[src/rtl/irsir_pkg.sv]
package irsir_pkg;
  localparam int unsigned CHAR_W = 8;
  localparam logic [CHAR_W-1:0] XBOF_CODE = 8'hFF;
  localparam logic [CHAR_W-1:0] BOF_CODE  = 8'hC0;

  typedef enum logic {
    ST_IDLE = 1'b0,
    ST_RUN  = 1'b1
  } seq_state_t;
endpackage

[src/rtl/irsir_len_reg.sv]
module irsir_len_reg #(
  parameter int unsigned LEN_W = 8
) (
  input  logic             clk,
  input  logic             rst_n,
  input  logic             wr_en,
  input  logic [LEN_W-1:0] wr_data,
  output logic [LEN_W-1:0] len_q
);
  always_ff @(posedge clk or negedge rst_n) begin
    if (!rst_n)     len_q <= '0;
    else if (wr_en) len_q <= wr_data;
  end
endmodule

[src/rtl/irsir_seq_ctrl.sv]
module irsir_seq_ctrl
  import irsir_pkg::*;
#(
  parameter int unsigned LEN_W = 8,
  localparam int unsigned CNT_W = LEN_W + 1
) (
  input  logic             clk,
  input  logic             rst_n,
  input  logic             start,
  input  logic [LEN_W-1:0] len_q,
  input  logic             ready,
  output logic             valid,
  output logic             last,
  output logic             done
);
  localparam logic [CNT_W-1:0] WRAP_CNT = CNT_W'(1) << LEN_W;

  seq_state_t       state_q;
  logic [CNT_W-1:0] cnt_q;
  logic             hs;

  assign valid = (state_q == ST_RUN);
  assign last  = (cnt_q == CNT_W'(1));
  assign hs    = valid && ready;

  always_ff @(posedge clk or negedge rst_n) begin
    if (!rst_n) begin
      state_q <= ST_IDLE;
      cnt_q   <= '0;
      done    <= 1'b0;
    end else begin
      done <= 1'b0;
      unique case (state_q)
        ST_IDLE: begin
          if (start) begin
            state_q <= ST_RUN;
            cnt_q   <= (len_q == '0) ? WRAP_CNT : {1'b0, len_q};
          end
        end
        ST_RUN: begin
          if (hs) begin
            if (last) begin
              state_q <= ST_IDLE;
              done    <= 1'b1;
            end else begin
              cnt_q <= cnt_q - CNT_W'(1);
            end
          end
        end
        default: state_q <= ST_IDLE;
      endcase
    end
  end
endmodule

[src/rtl/irsir_char_sel.sv]
module irsir_char_sel #(
  parameter int unsigned CHAR_W = 8,
  parameter logic [CHAR_W-1:0] FILL_CHAR  = 8'hFF,
  parameter logic [CHAR_W-1:0] START_CHAR = 8'hC0
) (
  input  logic              valid,
  input  logic              last,
  output logic [CHAR_W-1:0] data
);
  always_comb begin
    if (!valid)    data = '0;
    else if (last) data = START_CHAR;
    else           data = FILL_CHAR;
  end
endmodule

[src/rtl/irsir_preamble.sv]
module irsir_preamble
  import irsir_pkg::*;
#(
  parameter int unsigned LEN_W = 8
) (
  input  logic              clk,
  input  logic              rst_n,
  input  logic              len_wr_en,
  input  logic [LEN_W-1:0]  len_wr_data,
  output logic [LEN_W-1:0]  len_rd_data,
  input  logic              seq_start,
  output logic              flag_valid,
  output logic [CHAR_W-1:0] flag_data,
  input  logic              flag_ready,
  output logic              seq_done
);
  logic [LEN_W-1:0] len_q;
  logic             last;

  assign len_rd_data = '0;

  irsir_len_reg #(.LEN_W(LEN_W)) u_len (
    .clk     (clk),
    .rst_n   (rst_n),
    .wr_en   (len_wr_en),
    .wr_data (len_wr_data),
    .len_q   (len_q)
  );

  irsir_seq_ctrl #(.LEN_W(LEN_W)) u_ctrl (
    .clk   (clk),
    .rst_n (rst_n),
    .start (seq_start),
    .len_q (len_q),
    .ready (flag_ready),
    .valid (flag_valid),
    .last  (last),
    .done  (seq_done)
  );

  irsir_char_sel #(
    .CHAR_W     (CHAR_W),
    .FILL_CHAR  (XBOF_CODE),
    .START_CHAR (BOF_CODE)
  ) u_sel (
    .valid (flag_valid),
    .last  (last),
    .data  (flag_data)
  );
endmodule

[config.mk]
export PLATFORM = sky130hd
export DESIGN_NAME = irsir_preamble
export DESIGN_NICKNAME = d
export VERILOG_FILES = /design/src/rtl/irsir_pkg.sv /design/src/rtl/irsir_len_reg.sv /design/src/rtl/irsir_seq_ctrl.sv /design/src/rtl/irsir_char_sel.sv /design/src/rtl/irsir_preamble.sv
export SDC_FILE = /design/constraint.sdc
export NUM_CORES = 1
export LEC_CHECK = 0
export ABC_AREA = 1
export BUFFER_PORTS_ARGS = -buffer_cell sky130_fd_sc_hd__buf_2
export CORE_AREA = 2 2 74 76
export CTS_BUF_LIST = sky130_fd_sc_hd__clkbuf_2
export DETAILED_ROUTE_END_ITERATION = 12
export DIE_AREA = 0 0 76 78
export PLACE_DENSITY_LB_ADDON = 0.1
export SETUP_SLACK_MARGIN = 0.15
export SLEW_MARGIN = 15
export SYNTH_ARGS = -nofsm -noshare
export SYNTH_HDL_FRONTEND = slang
export SYNTH_SLANG_ARGS = --single-unit
[constraint.sdc]
create_clock -name clk -period 1.62 [get_ports clk]
set_input_delay 0.162 -clock clk [delete_from_list [all_inputs] [get_ports clk]]
set_output_delay 0.162 -clock clk [all_outputs]
set_load 0.03 [all_outputs]
==> results of run 1 <==
## cell families after synthesis
kind of cell,after synthesis,share of synthesized area (%)
and+or+nand+nor,66,27.7
buffers and inverters,38,18.2
AOI/OAI and AO/OA,24,11.4
DFF,19,38.6
muxes,2,1.83
adders and majority gates,2,2.03
other,1,0.304
## final cells by class
class	count	area, µm²
clock buffer	4	20.0
timing repair buffer	32	249
inverter	19	86.3
multi-input combinational	102	622
fill	544	3490
timing repair inverter	1	11.3
tap	70	87.6
sequential	19	477
## per-stage QoR
stage                     TNS [ns]  power [W]
after floorplan                  0    0.00140
after global placement           0    0.00155
after detailed placement         0    0.00154
after CTS                   -0.241    0.00185
after global routing         -1.25    0.00211
final                      -0.0278    0.00193
## state kept, by name (all words and copies together) (netlist names)
register / cells
u_ctrl.cnt_q: 9
u_ctrl.done: 1
u_ctrl.valid: 1
u_len.len_q: 8
## synthesized netlist by cell type, drive strengths merged
cell type and number:
nand3 13, ha 2, nand4 2, clkbuf 2
dfrtp 19, buf 17, o21ai 19, or2 2
inv 19, mux2 2, a21oi 4, nor2 13
conb 1, o22ai 1, nand2 36
## worst paths after layout
path / to / cells past startpoint / slack [ns] / startpoint
min: u_len.len_q[5] / 3 / 0.05 / len_wr_data[5]
max: u_ctrl.cnt_q[2] / 12 / -0.007 / u_ctrl.cnt_q[1]
min reg2reg: u_len.len_q[7] / 1 / 0.55 / u_len.len_q[7]
min in group asynchronous: u_ctrl.cnt_q[8] / 2 / 0.30 / rst_n
max in group asynchronous: u_ctrl.valid / 2 / 0.98 / rst_n
max reg2reg: u_ctrl.cnt_q[2] / 12 / -0.007 / u_ctrl.cnt_q[1]
## what timing repair did
item / CTS / global route
pin swaps: 4 / 3
buffers inserted: 4 / 3
hold endpoints to repair: 19 / 0
hold buffers: 1 / 0
resized for setup: 16 / 15
setup endpoints to repair: 13 / 15
gates cloned: 0 / 1
## layer usage
layer	track usage (%)	up-vias	share of wire, %
met2	15.1	40	47
met5	0	-	0
met4	1.64	0	0.62
met1	12.4	440	46
li1	-	505	-
met3	2.56	2	5.5
## worst min-delay path, cell delays in order
cell and delay [ns]:
buf_2 0.08, nand2_1 0.04, o21ai_0 0.06
## where the power goes
part | leakage [nW] | switching [W] | internal [W]
registers | 0.228 | 0.000110 | 0.000595
logic | 0.513 | 0.000606 | 0.000399
clock network | 0.0166 | 0.000157 | 0.0000654
total | 0.758 | 0.000873 | 0.00106
==> out/metrics.cfg, run 1 <==
[status]
status=finished with violations
failed_checks=negative setup slack

[cts]
clk_pin_slew_ns=0.20
htree_num_levels=1
cts.sinks=19
cts.path.max_buffers=2
cts_buffers=3
cts-root-buf=clkbuf_2
worst_skew_pair.late_latency_ns=0.31
cts_tree=built

[logic_synthesis]
synth-seq-cells=19
synth.largest_area_cell=dfrtp_1
syn_avg_cell_area_um2=8.11
yosysWarningCount=0
yosysSeqAreaShare_pct=38.6
syn_area_um2=1230
synth_cell_type_count=26
synth_top_area_share_pct=38.6
syn_inst=152
ys_top_cells_by_area=dfrtp_1, buf_4, nand2_1

[drt]
wl_per_cell_um=11.1
drt_iter0_markers=19
drc=0
avgViaCountPerCell=4.00
drt-pass1-iter-count=4
route.antenna.remaining_nets=0
routed-via-count=987
routed_wl_um=2750

[final_layout]
drive_gt1_share_pct=40.7
stdcell_area_um2=1550
fin_util_pct=30.8
final_common_cell=nand2_1
most-common-layout-cells=nand2_1, dfrtp_1, buf_2
fin_cells=247
area_growth_pct=26.0
diodes=0
nNetsFinal=193

[timing]
period_share_pct=100
fin_ws_ns=-0.00746
setup_viol=8
slew_violations=0
hold_viol_final=0
fmax_mhz=614
holdWs_ns=0.0462
clock-skew-final_ns=0.0102
fin_crit_ns=1.63
rsz0062_at_grt=true

[place]
placed_cell_area_um2=1340
io_buffers=22
dp_hpwl_um=1930
gp_congestion=0.775
dp_slack_ns=0.133
dp_cells=234

[die]
coreArea_um2=5040
die_w_um=76
die_h_um=78
row_count=26
ioPinCount=31
fp.dieArea_um2=5930
initial_core_util_pct=24.4

[setup_path]
crit_path_max_fanout=7
crit_top_cell=buf_6
path_delay_family=buffers and inverters
cp_num_buf_inv=6
crit_path_top_delay_cell=dfrtp_1
crit_chain=inv_2 -> ha_4 -> nand2_4 -> nor2_4 -> buf_6 -> buf_6 -> buf_6 -> nand3_4 -> nand2_8 -> buf_12 -> inv_8 -> o21ai_2
cp.required_ns=1.87
crit_path_start_kind=flop
setup.worst_path.end_class=flop
worst_ep_arrival_time_ns=1.88
slowest_delay_ns=0.41
critical_path_class=flop to flop

[power]
leakage_nw=0.758
power_density_nw_per_um2=1240
peakVddDrop_mv=0.505

[global_routing]
grt_usage_pct=9.26
antenna_found_initial=0
overflow=0
grt_max_degree=20
grt_pass1_wl_um=4380
grt_pass1_vias=890

[hold_path]
hp-class=input pin to flop

[job]
drv_cap=0

(Power assumes the default switching activity.)
==> inputs of run 2 (changes only) <==
--- a/config.mk
+++ b/config.mk
@@ -5,13 +5,13 @@
 export SDC_FILE = /design/constraint.sdc
 export NUM_CORES = 1
 export LEC_CHECK = 0
-export ABC_AREA = 1
 export BUFFER_PORTS_ARGS = -buffer_cell sky130_fd_sc_hd__buf_2
-export CORE_AREA = 2 2 74 76
+export CORE_AREA = 2 2 72 74
 export CTS_BUF_LIST = sky130_fd_sc_hd__clkbuf_2
 export DETAILED_ROUTE_END_ITERATION = 12
-export DIE_AREA = 0 0 76 78
+export DIE_AREA = 0 0 74 76
 export PLACE_DENSITY_LB_ADDON = 0.1
+export REMOVE_ABC_BUFFERS = 1
 export SETUP_SLACK_MARGIN = 0.15
 export SLEW_MARGIN = 15
 export SYNTH_ARGS = -nofsm -noshare
==> run 2 against run 1 <==
Against the previous run: the run still ends with negative setup slack left; utilization up 3.7 points; combinational power grew 24%; largest power group unchanged; largest cell class unchanged; setup slack got worse by 0.31 ns; highest routed layer unchanged.
==> out/metrics.cfg, run 2 <==
[logic_synthesis]
syn_inst=114
yosysSeqAreaShare_pct=40.7
synth_common_cells=dfrtp_1, buf_4, nand2_1, nor2_1, mux2_2
muxShareOfSynthArea_pct=10.3
async_flop_share_pct=100
synth_cell_type_count=41
ys_top_cells_by_area=dfrtp_1, buf_4, mux2_2
synthAdderAreaFrac_pct=2.14
synth-simple-area-share_pct=22.8
synth_compound_area_share_pct=12.5
ys.flop_type=dfrtp_1
synth_top_family_by_area=simple AND/OR/NAND/NOR gates
syn_area_um2=1170
synth.largest_area_cell=dfrtp_1
synth_top_area_share_pct=40.7
synth_most_common_cell=dfrtp_1
synth_xor_area_share_pct=0
synth_edf_count=0
yosysWarningCount=0
synth-seq-cells=19
syn_avg_cell_area_um2=10.3

[die]
ioPinCount=31
fp.dieArea_um2=5620
row_count=26
die_h_um=76
coreArea_um2=4910
die_w_um=74
initial_core_util_pct=23.8

[drt]
route.antenna.remaining_nets=0
avgViaCountPerCell=4.32
wl_per_cell_um=13.4
drt_iter0_markers=43
routed_wl_um=3200
drt-pass1-iter-count=4
drc=0
routed-via-count=1032

[timing]
clock-skew-final_ns=0.00574
rsz0062_at_grt=true
holdWs_ns=0.0514
fin_ws_ns=-0.317
slew_violations=0
period_share_pct=120
hold_viol_final=0
setup_viol=10
fmax_mhz=516
fin_crit_ns=1.94

[final_layout]
fin_util_pct=34.5
fill_cells=507
diodes=0
most-common-layout-cells=buf_4, buf_2, dfrtp_1
drive_gt1_share_pct=48.5
final_common_cell=buf_4
multi_input_area_um2=663
nNetsFinal=185
largest_register_ffs=9
top_register=u_ctrl.cnt_q
regArea_um2=475
largestRegisters=u_ctrl.cnt_q: 9 flops, u_len.len_q: 8 flops
area_growth_pct=45.1

[status]
failed_checks=negative setup slack
status=finished with violations

[global_routing]
grt_max_degree=20
grt_pass1_vias=1012
overflow=0
grt_usage_pct=11.9
antenna_found_initial=0
grt_pass1_wl_um=5150

[setup_path]
slowest_delay_ns=0.56
crit_path_top_delay_cell=or4_4
cp.required_ns=1.46
setup.worst_path.end_class=primary output
crit_path_start_kind=flop
critical_path_class=flop to primary output
worst_ep_arrival_time_ns=1.77
crit_chain=or4_4 -> nor4_4 -> nor2_2 -> clkbuf_4
crit_path_max_fanout=6

[power]
peakVddDrop_mv=0.427
total_power_w=0.00220
power_density_nw_per_um2=1300
leakage_nw=0.748

[cts]
worst_skew_pair.late_latency_ns=0.32
htree_num_levels=1
cts_buffers=3
cts.sinks=19
cts-root-buf=clkbuf_2
clk_pin_slew_ns=0.21
cts_tree=built
cts.path.max_buffers=2

[place]
dp_hpwl_um=2390
gp_congestion=0.822
io_buffers=22

[job]
drv_cap=0

[hold_path]
hp-class=input pin to flop

==> run 2: changes by cell type in the layout (fill, tap and decap cells not counted), sizes merged, moves of 3 or more <==
cell and change:
buf +21, dlygate4sd3 +6, nand2 -27, mux2 +6, inv -16, nor4 +4, nor2 -3, nor2b +3
nand3 -12, o21ai -15, mux2i +3
==> run 2: metal layers <==
metal / GRT usage [%] / wire length, µm
met1: 16.1 / 1420
met3: 3.04 / 154
met4: 1.82 / 16
met2: 19.5 / 1610
met5: 0 / 0
==> run 2: final cells by class <==
class | count | share of cell area (%)
inverters | 3 | 0.664
clock inverters | 1 | 0.443
repair buffers | 60 | 25.7
clock buffers | 3 | 0.886
well taps | 70 | 5.17
multi-input cells | 83 | 39.1
flip-flops and latches | 19 | 28.0
==> run 2: worst max-delay path: cells and delay by family (launching register included) <==
kind / cells / cell delay, ns
buffers and inverters: 1 / 0.19
flip-flops: 1 / 0.44
AND/OR/NAND/NOR: 3 / 0.84
==> run 2: final timing paths <==
path,startpoint,end,slack [ns],depth (start not counted)
max,u_ctrl.cnt_q[5],flag_data[0],-0.32,4
min,len_wr_data[5],u_len.len_q[5],0.05,2
max reg2reg,u_ctrl.cnt_q[5],u_ctrl.cnt_q[8],-0.17,6
min reg2reg,u_len.len_q[0],u_len.len_q[0],0.57,1
max in group asynchronous,rst_n,u_ctrl.cnt_q[8],1.02,2
min in group asynchronous,rst_n,u_ctrl.cnt_q[7],0.28,2
==> run 2: kinds of logic (layout without fill, tap and decap cells) <==
kind of cell,after synthesis,after routing
AOI/OAI and AO/OA,20,21
muxes,11,11
buffers and inverters,20,67
DFF,19,19
adders and majority gates,2,2
other,1,8
and+or+nand+nor,41,41
==> run 2: per-stage QoR <==
stage          setup TNS (ns)  std cells  instance area (µm²)  worst slack [ns]
2_1_floorplan          -14.62        104                 1070             -2.03
4_1_cts                 -1.99        230                 1570            -0.326
3_5_place_dp          -0.0365        219                 1450          -0.00659
6_report                -2.28        239                 1700            -0.317
3_3_place_gp          -0.0383        219                 1450           -0.0145
5_1_grt                 -3.23        239                 1700            -0.426
==> run 2: where the power goes <==
group          internal [W]  switching, W
sequential         0.000607      0.000125
clock             0.0000575      0.000166
combinational      0.000638      0.000604
total               0.00130      0.000895
==> run 2: timing repair <==
action / in CTS / in global routing
hold buffers: 1 / 6
gates resized for setup: 9 / 12
setup buffers: 5 / 3
pin swaps: 9 / 4
setup endpoints to repair: 15 / 17
endpoints found under the hold margin: 19 / 6
gates cloned: 1 / 0
==> inputs of run 3 (changes only) <==
--- a/config.mk
+++ b/config.mk
@@ -6,10 +6,10 @@
 export NUM_CORES = 1
 export LEC_CHECK = 0
 export BUFFER_PORTS_ARGS = -buffer_cell sky130_fd_sc_hd__buf_2
-export CORE_AREA = 2 2 72 74
+export CORE_AREA = 10 10 58 60
 export CTS_BUF_LIST = sky130_fd_sc_hd__clkbuf_2
 export DETAILED_ROUTE_END_ITERATION = 12
-export DIE_AREA = 0 0 74 76
+export DIE_AREA = 0 0 68 70
 export PLACE_DENSITY_LB_ADDON = 0.1
 export REMOVE_ABC_BUFFERS = 1
 export SETUP_SLACK_MARGIN = 0.15
==> run 3 against run 2 <==
Against the previous run: the run still ends with negative setup slack left; clock-buffer cell count rose by 1; critical path type unchanged; largest cell class unchanged; setup slack worse by 0.024 ns; non-clock buffer count is 15 lower; design area decreased by 13%; clock power fell by 5%; critical endpoint is now flag_data[3]; sequential power is 1% lower; global-route usage grew 1.6 points; routed wire length down 5.5%; clock skew grew 0.0079 ns; via count fell by 4.1%; power shrank 8.9%; largest power group unchanged; utilization increased by 29 points; highest routed layer unchanged.
==> out/metrics.cfg, run 3 (synthesis gave the netlist of run 2 again) <==
[status]
status=finished with violations
failed_checks=negative setup slack

[setup_path]
reg2reg_from=u_ctrl.cnt_q[4]
crit_path_max_fanout=6
cp.required_ns=1.46
cp-startpoint=u_ctrl.cnt_q[4]
worst_ep_arrival_time_ns=1.80
setup.worst_path.end_class=primary output
crit_path_start_kind=flop
critical_path_class=flop to primary output
reg2reg_slack_ns=-0.04

[drt]
drt_iter0_markers=62
avgViaCountPerCell=5.38
routed-via-count=990
wl_per_cell_um=16.4
drt-pass1-iter-count=4
routed_wl_um=3020
route.antenna.remaining_nets=0
drc=0

[timing]
hold_viol_final=0
rsz0062_at_grt=true
fmax_mhz=510
clock-skew-final_ns=0.0136
fin_crit_ns=1.96
setup_tns_ns=-2.08
fin_ws_ns=-0.341
period_share_pct=121
slew_violations=0
setup_viol=9

[hold_path]
min_from=len_wr_data[5]
hp-class=input pin to flop

[cts]
worst_skew_pair.late_latency_ns=0.31
cts_tree=built
cts.path.max_buffers=2
cts-root-buf=clkbuf_2
clk_pin_slew_ns=0.19
cts_buffers=3
htree_num_levels=1
cts.sinks=19

[final_layout]
final_common_cell=buf_2
stdcell_area_um2=1480
top_register=u_ctrl.cnt_q
largest_register_ffs=9
area_growth_pct=26.9
most-common-layout-cells=buf_2, buf_4, dfrtp_1
nNetsFinal=170
drive_gt1_share_pct=46.8
diodes=0
fin_util_pct=63.3
largestRegisters=u_ctrl.cnt_q: 9 flops, u_len.len_q: 8 flops

[power]
total_power_w=0.00200
peakVddDrop_mv=0.864
power_density_nw_per_um2=1350
leakage_nw=0.670

[global_routing]
antenna_found_initial=0
grt_pass1_wl_um=5060
grt_usage_pct=13.5
overflow=0
grt_pass1_vias=1052
grt_max_degree=20

[die]
fp.dieArea_um2=4760
row_count=18
die_h_um=70
ioPinCount=31
coreArea_um2=2340
die_w_um=68
initial_core_util_pct=49.9

[place]
placed_cell_area_um2=1360
io_buffers=22
gp_congestion=0.864
dp_hpwl_um=2290

[job]
drv_cap=0

-- run 3: cell type report --
class	instances	area, µm²
clock buffer	4	20.0
fill	221	860
inverter	3	11.3
multi-input combinational	83	649
sequential	19	475
tap	30	37.5
timing repair buffer	45	289
-- run 3: worst paths after layout --
kind	endpoint	cells after the start
min in group asynchronous	u_ctrl.cnt_q[2]	2
min reg2reg	u_len.len_q[0]	1
max	flag_data[3]	4
max reg2reg	u_ctrl.cnt_q[2]	6
max in group asynchronous	u_ctrl.cnt_q[3]	2
min	u_len.len_q[5]	2
-- run 3: per-stage QoR --
step	hold slack [ns]	setup slack [ns]	instances
2_1_floorplan	-0.134	-2.03	104
3_3_place_gp	0.124	-0.0287	174
3_5_place_dp	0.128	-0.0576	174
5_1_grt	0.0500	-0.414	184
6_report	0.0570	-0.341	184
4_1_cts	0.0589	-0.314	184
-- run 3: metal layers --
layer / up-vias / GRT usage, % / part of all wire (%)
met3: 8 / 2.55 / 5.1
met1: 480 / 15.7 / 40
li1: 474 / - / -
met4: 0 / 4.03 / 1.8
met5: - / 0 / 0
met2: 28 / 23.6 / 54
-- run 3: timing repair --
item	in CTS	in global routing
setup buffers	4	0
pin swaps	11	3
gates cloned	1	0
endpoints found under the hold margin	19	0
endpoints found under the setup margin	15	16
resized for setup	8	4
hold buffers	1	0
-- run 3: worst max-delay path, cell delays in order, from the launching register on --
cell and delay [ns]:
dfrtp_1 0.43, or4_4 0.55, nor4_4 0.20, nor2_2 0.10
buf_2 0.20
-- run 3: power breakdown --
group          leakage [nW]  switching, W  total (W)  internal (W)
logic                 0.430      0.000556    0.00107      0.000510
clock network        0.0166      0.000147   0.000212     0.0000654
registers             0.223      0.000117   0.000723      0.000607
